[src/rtl/seq_handshake_pkg.sv]
package seq_handshake_pkg;

  typedef enum logic [2:0] {
    OP_NONE     = 3'd0,
    OP_EXP_CRT  = 3'd1,
    OP_EXP_V4   = 3'd2,
    OP_PT_ADD   = 3'd3,
    OP_EXP_V2   = 3'd4,
    OP_PT_MUL   = 3'd5,
    OP_EXP_VAR  = 3'd6,
    OP_MOD_INV  = 3'd7
  } seq_op_e;

endpackage

[src/rtl/seq_rst_ctrl.sv]
module seq_rst_ctrl #(
  parameter bit PROG_RAM = 1'b1
) (
  input  logic clk_i,
  input  logic rst_ni,
  input  logic wr_i,
  input  logic wbit_i,
  input  logic busy_i,
  output logic rst_bit_o,
  output logic err_o
);

  logic rst_q, err_q;
  logic refuse;

  assign refuse = wr_i && busy_i && (wbit_i != rst_q);

  always_ff @(posedge clk_i or negedge rst_ni) begin
    if (!rst_ni) begin
      rst_q <= PROG_RAM;
      err_q <= 1'b0;
    end else begin
      if (wr_i && !busy_i) rst_q <= wbit_i;
      if (refuse)          err_q <= 1'b1;
    end
  end

  assign rst_bit_o = rst_q;
  assign err_o     = err_q;

endmodule

[src/rtl/seq_status_reg.sv]
module seq_status_reg #(
  parameter int W = 8
) (
  input  logic         clk_i,
  input  logic         rst_ni,
  input  logic         we_i,
  input  logic [W-1:0] d_i,
  output logic [W-1:0] q_o
);

  always_ff @(posedge clk_i or negedge rst_ni) begin
    if (!rst_ni)   q_o <= '0;
    else if (we_i) q_o <= d_i;
  end

endmodule

[src/rtl/seq_trig_bank.sv]
module seq_trig_bank #(
  parameter int W = 8
) (
  input  logic         clk_i,
  input  logic         rst_ni,
  input  logic [W-1:0] set_i,
  input  logic [W-1:0] clr_i,
  output logic [W-1:0] q_o
);

  for (genvar i = 0; i < W; i++) begin : g_bit
    logic q;
    // set beats clear when both land together
    always_ff @(posedge clk_i or negedge rst_ni) begin
      if (!rst_ni)       q <= 1'b0;
      else if (set_i[i]) q <= 1'b1;
      else if (clr_i[i]) q <= 1'b0;
    end
    assign q_o[i] = q;
  end

endmodule

[src/rtl/seq_handshake_reg.sv]
module seq_handshake_reg
  import seq_handshake_pkg::*;
#(
  parameter bit PROG_RAM = 1'b1,
  parameter int DATA_W   = 32,
  parameter int TRIG_W   = 8,
  parameter int STAT_W   = 8,
  parameter int OP_W     = 3
) (
  input  logic              clk_i,
  input  logic              rst_ni,
  input  logic              host_wr_i,
  input  logic [DATA_W-1:0] host_wdata_i,
  output logic [DATA_W-1:0] host_rdata_o,
  input  logic              seq_status_we_i,
  input  logic [STAT_W-1:0] seq_status_i,
  input  logic              seq_trig_we_i,
  input  logic [TRIG_W-1:0] seq_trig_wdata_i,
  input  logic              fn_start_i,
  input  logic [OP_W-1:0]   fn_op_i,
  input  logic              op_run_i,
  output logic              seq_rst_o,
  output logic              prog_sel_o,
  output logic              data_sel_o,
  output logic [TRIG_W-1:0] trig_o,
  output logic              run_o,
  output logic              err_o
);

  localparam int RST_POS  = DATA_W - 1;
  localparam int ERR_POS  = DATA_W - 2;
  localparam int STAT_LSB = TRIG_W;

  logic              rst_bit;
  logic [STAT_W-1:0] stat_q;
  logic [TRIG_W-1:0] trig_set, trig_clr;
  seq_op_e           op;
  logic              auto_trig;
  logic              unused_wdata;

  assign unused_wdata = ^host_wdata_i;

  seq_rst_ctrl #(.PROG_RAM(PROG_RAM)) u_rst (
    .clk_i     (clk_i),
    .rst_ni    (rst_ni),
    .wr_i      (host_wr_i),
    .wbit_i    (host_wdata_i[RST_POS]),
    .busy_i    (op_run_i),
    .rst_bit_o (rst_bit),
    .err_o     (err_o)
  );

  seq_status_reg #(.W(STAT_W)) u_stat (
    .clk_i  (clk_i),
    .rst_ni (rst_ni),
    .we_i   (seq_status_we_i),
    .d_i    (seq_status_i),
    .q_o    (stat_q)
  );

  assign op        = seq_op_e'(fn_op_i);
  assign auto_trig = fn_start_i && (op != OP_NONE);

  always_comb begin
    trig_set    = host_wr_i ? host_wdata_i[TRIG_W-1:0] : '0;
    trig_set[0] = trig_set[0] | auto_trig;
    trig_clr    = seq_trig_we_i ? ~seq_trig_wdata_i : '0;
  end

  seq_trig_bank #(.W(TRIG_W)) u_trig (
    .clk_i  (clk_i),
    .rst_ni (rst_ni),
    .set_i  (trig_set),
    .clr_i  (trig_clr),
    .q_o    (trig_o)
  );

  assign seq_rst_o  = rst_bit;
  assign prog_sel_o = PROG_RAM && rst_bit;
  assign data_sel_o = !prog_sel_o;
  assign run_o      = op_run_i | ~stat_q[0];

  always_comb begin
    host_rdata_o                          = '0;
    host_rdata_o[RST_POS]                 = rst_bit;
    host_rdata_o[ERR_POS]                 = err_o;
    host_rdata_o[STAT_LSB +: STAT_W]      = stat_q;
    host_rdata_o[TRIG_W-1:0]              = trig_o;
  end

endmodule

[config.mk]
export PLATFORM = sky130hd
export DESIGN_NAME = seq_handshake_reg
export DESIGN_NICKNAME = d
export VERILOG_FILES = /design/src/rtl/seq_handshake_pkg.sv /design/src/rtl/seq_rst_ctrl.sv /design/src/rtl/seq_status_reg.sv /design/src/rtl/seq_trig_bank.sv /design/src/rtl/seq_handshake_reg.sv
export SDC_FILE = /design/constraint.sdc
export NUM_CORES = 1
export LEC_CHECK = 0
export BUFFER_PORTS_ARGS = -buffer_cell sky130_fd_sc_hd__clkbuf_2
export CELL_PAD_IN_SITES_DETAIL_PLACEMENT = 1
export CELL_PAD_IN_SITES_GLOBAL_PLACEMENT = 1
export CORE_UTILIZATION = 22
export CTS_BUF_LIST = sky130_fd_sc_hd__clkbuf_2
export CTS_CLUSTER_SIZE = 40
export DETAILED_ROUTE_END_ITERATION = 12
export PLACE_DENSITY_LB_ADDON = 0.12
export SLEW_MARGIN = 20
export SYNTH_ARGS = -nofsm -noshare
export SYNTH_HDL_FRONTEND = slang
export SYNTH_SLANG_ARGS = --single-unit
[constraint.sdc]
create_clock -name clk_i -period 0.85 [get_ports clk_i]
set_input_delay 0.0425 -clock clk_i [delete_from_list [all_inputs] [get_ports clk_i]]
set_output_delay 0.0425 -clock clk_i [all_outputs]
set_load 0.1 [all_outputs]
==> metrics.txt <==
Core Rows 24; Initial Util ~23%; DR DRC count 0; share of layout cells above drive strength 1 69.5%; clock root buffer clkbuf_2; Distinct cells, synth 16; total power approximately 4100 uW; failing checks negative setup slack; die area between 4000 and 5000 um2; DP Area between 1500 and 2000 um2; Internal about 2000 uW; RSZ-0062 raised after global routing true; Synthesis Warnings 0; Max Cap Violations 0; antenna fix cells 0; VDD IR max 782 uV; fin crit share 157%; PnR worst setup slack -0.481 ns; Syn Area/Cell 11.7 um2; combinational power share 63.6%; CTS tree yes; WP data arrival about 1.3 ns; total CTS buffers 3; sequential fraction of the synthesis area between 40% and 50%; Yosys reg bits 18; power share of the clock group 9.0%; HP Class input port to flip-flop; Startpoint Class flip-flop; worst endpoint required time around 0.81 ns; register share of total power between 20% and 30%; vias in the first global route 920; Max Clk Rate between 700 and 800 MHz; worst-case reg-to-reg path depth 3; final setup skew around 0.00074 ns; met1 wire length slightly above 1 mm; top sig layer met4; switching power 2050 uW; status finished, violations left; min Tclk post-route between 1 and 1.5 ns; DRT Wirelength 2.62 mm; static leakage 0.000963 uW; Detail Placement HPWL 1.98 mm; Worst-path clk slew 0.17 ns; gr usage total a little under an eighth; Congestion Overflow GR 0; met3 WL post-DR approximately 220 um; most common cell after layout, fill and taps aside clkbuf_2; setup slack at placement -0.208 ns; max-slew violations 0; H-tree depth 1; Hold Path Depth 3; Mapped Area 996 um2; antenna-violating nets left 0; gate count of the mapped netlist 85; Via density 3.89; final hold violations 0; largest net degree at the start of global routing 19; CP endpoint kind primary output; CTS Buffer Depth 2; Layout Area Growth over Synthesis 106%; PwrDens around 2000 nW/um2; first-pass GRT wire length 4.32 mm; hold slack around 0.034 ns; met2 wire length around 1.3 mm; Vias between 800 and 900; DIE HEIGHT 69.3 um; # IOs ~100; crit-path max FO 4; drt initial violations 10; initial antenna violation count 0; most frequent cells in the layout 37 x clkbuf_2, 31 x buf_12, 17 x dlygate4sd3_1, 14 x conb_1, 12 x buf_6; Setup CP Type flip-flop to primary output; Port Buffers between 60 and 70; Routability Congestion 0.646; clock sink total 18; TritonRoute pass-1 iters 2; Core Area between 4000 and 5000 um2; die width between 60 and 70 um; sw frac about half; clk_lat worst skew 0.29 ns; Avg WL per Cell ~12 um; final setup violation count between 40 and 50; Sum Neg Setup Slack -7.98 ns; Design Area, Final about 2000 um2; fin nets approximately 220
per-layer routing:
metal | up-vias | global-route usage [%]
li1 | 392 | -
met4 | 0 | 4.76
met1 | 393 | 13.9
met3 | 4 | 2.62
met5 | - | 0
met2 | 51 | 19.2
repair_timing:
| item | CTS | global route |
|---|---|---|
| cloned | 0 | 0 |
| setup endpoints to repair | 41 | 42 |
| hold buffers | 17 | 0 |
| resized for setup | 19 | 2 |
| hold endpoints to repair | 34 | 0 |
| setup buffers | 2 | 1 |
critical path, cell delays in order (launching register included):
cell and delay, ns:
dfstp_4 0.69, buf_6 0.13, buf_12 0.17
power groups by stage:
stage,clock (uW),combinational (uW),sequential (uW)
floorplan,0,1420,1400
global placement,0,2440,1100
detailed placement,0,2460,1110
CTS,399,2580,1110
global route,425,2640,1130
finish,366,2580,1110
stage by stage:
step           instances  utilization (%)
2_1_floorplan         98                -
3_3_place_gp         192             40.7
3_5_place_dp         192             40.7
4_1_cts              215             46.7
5_1_grt              216             47.0
6_report             216             47.0
cell usage after synthesis (all sizes together):
| cell type | number | area share [%] |
|---|---|---|
| conb | 1 | 0.38 |
| o31a | 1 | 0.88 |
| nand2b | 9 | 5.7 |
| dfrtp | 17 | 43 |
| a31o | 1 | 0.88 |
| dfstp | 1 | 2.6 |
| inv | 1 | 0.38 |
| buf | 35 | 27 |
| a22o | 7 | 6.2 |
| mux2 | 9 | 11 |
| xor2 | 1 | 0.88 |
| nor2b | 1 | 1.4 |
| a221o | 1 | 1.0 |
area by class of cell:
class	instances	area, um2
Timing Repair Buffer	97	1120
Sequential cell	18	498
Tap cell	52	65.1
Clock inverter	1	3.75
Multi-Input combinational cell	44	340
Fill cell	455	2310
Inverter	1	7.51
Clock buffer	3	15.0
worst paths after layout:
check | start | end | slack (ns)
worst max-delay path | u_rst.rst_bit_o$_DFFE_PN1P_ | host_rdata_o[31] | -0.48
worst min-delay path | seq_trig_wdata_i[5] | u_trig.g_bit[5].q$_DFFE_PN0P_ | 0.03
worst max register to register | u_rst.rst_bit_o$_DFFE_PN1P_ | u_rst.err_o$_DFFE_PN0P_ | -0.32
worst min register to register | u_trig.g_bit[0].q$_DFFE_PN0P_ | u_trig.g_bit[0].q$_DFFE_PN0P_ | 0.57
max in group asynchronous | rst_ni | u_stat.q_o[7]$_DFFE_PN0P_ | 0.30
min in group asynchronous | rst_ni | u_stat.q_o[1]$_DFFE_PN0P_ | 0.20
registers in the layout (all words and copies together), names as in the netlist:
signal,flops
u_stat.q_o,8
u_trig.g_bit.q,8
u_rst.rst_bit_o,1
u_rst.err_o,1
logic make-up (layout without fill, tap and decap cells):
| family | Yosys count | count (layout) | synth area share (%) |
|---|---|---|---|
| XOR/XNOR | 1 | 1 | 0.880 |
| flip-flops | 18 | 18 | 45.4 |
| multiplexers | 9 | 9 | 10.6 |
| buffers and inverters | 36 | 102 | 26.9 |
| AO/OA/AOI/OAI | 10 | 10 | 8.92 |
| other | 1 | 14 | 0.377 |
| AND/OR/NAND/NOR | 10 | 10 | 7.03 |
(Power assumes the default switching activity.)
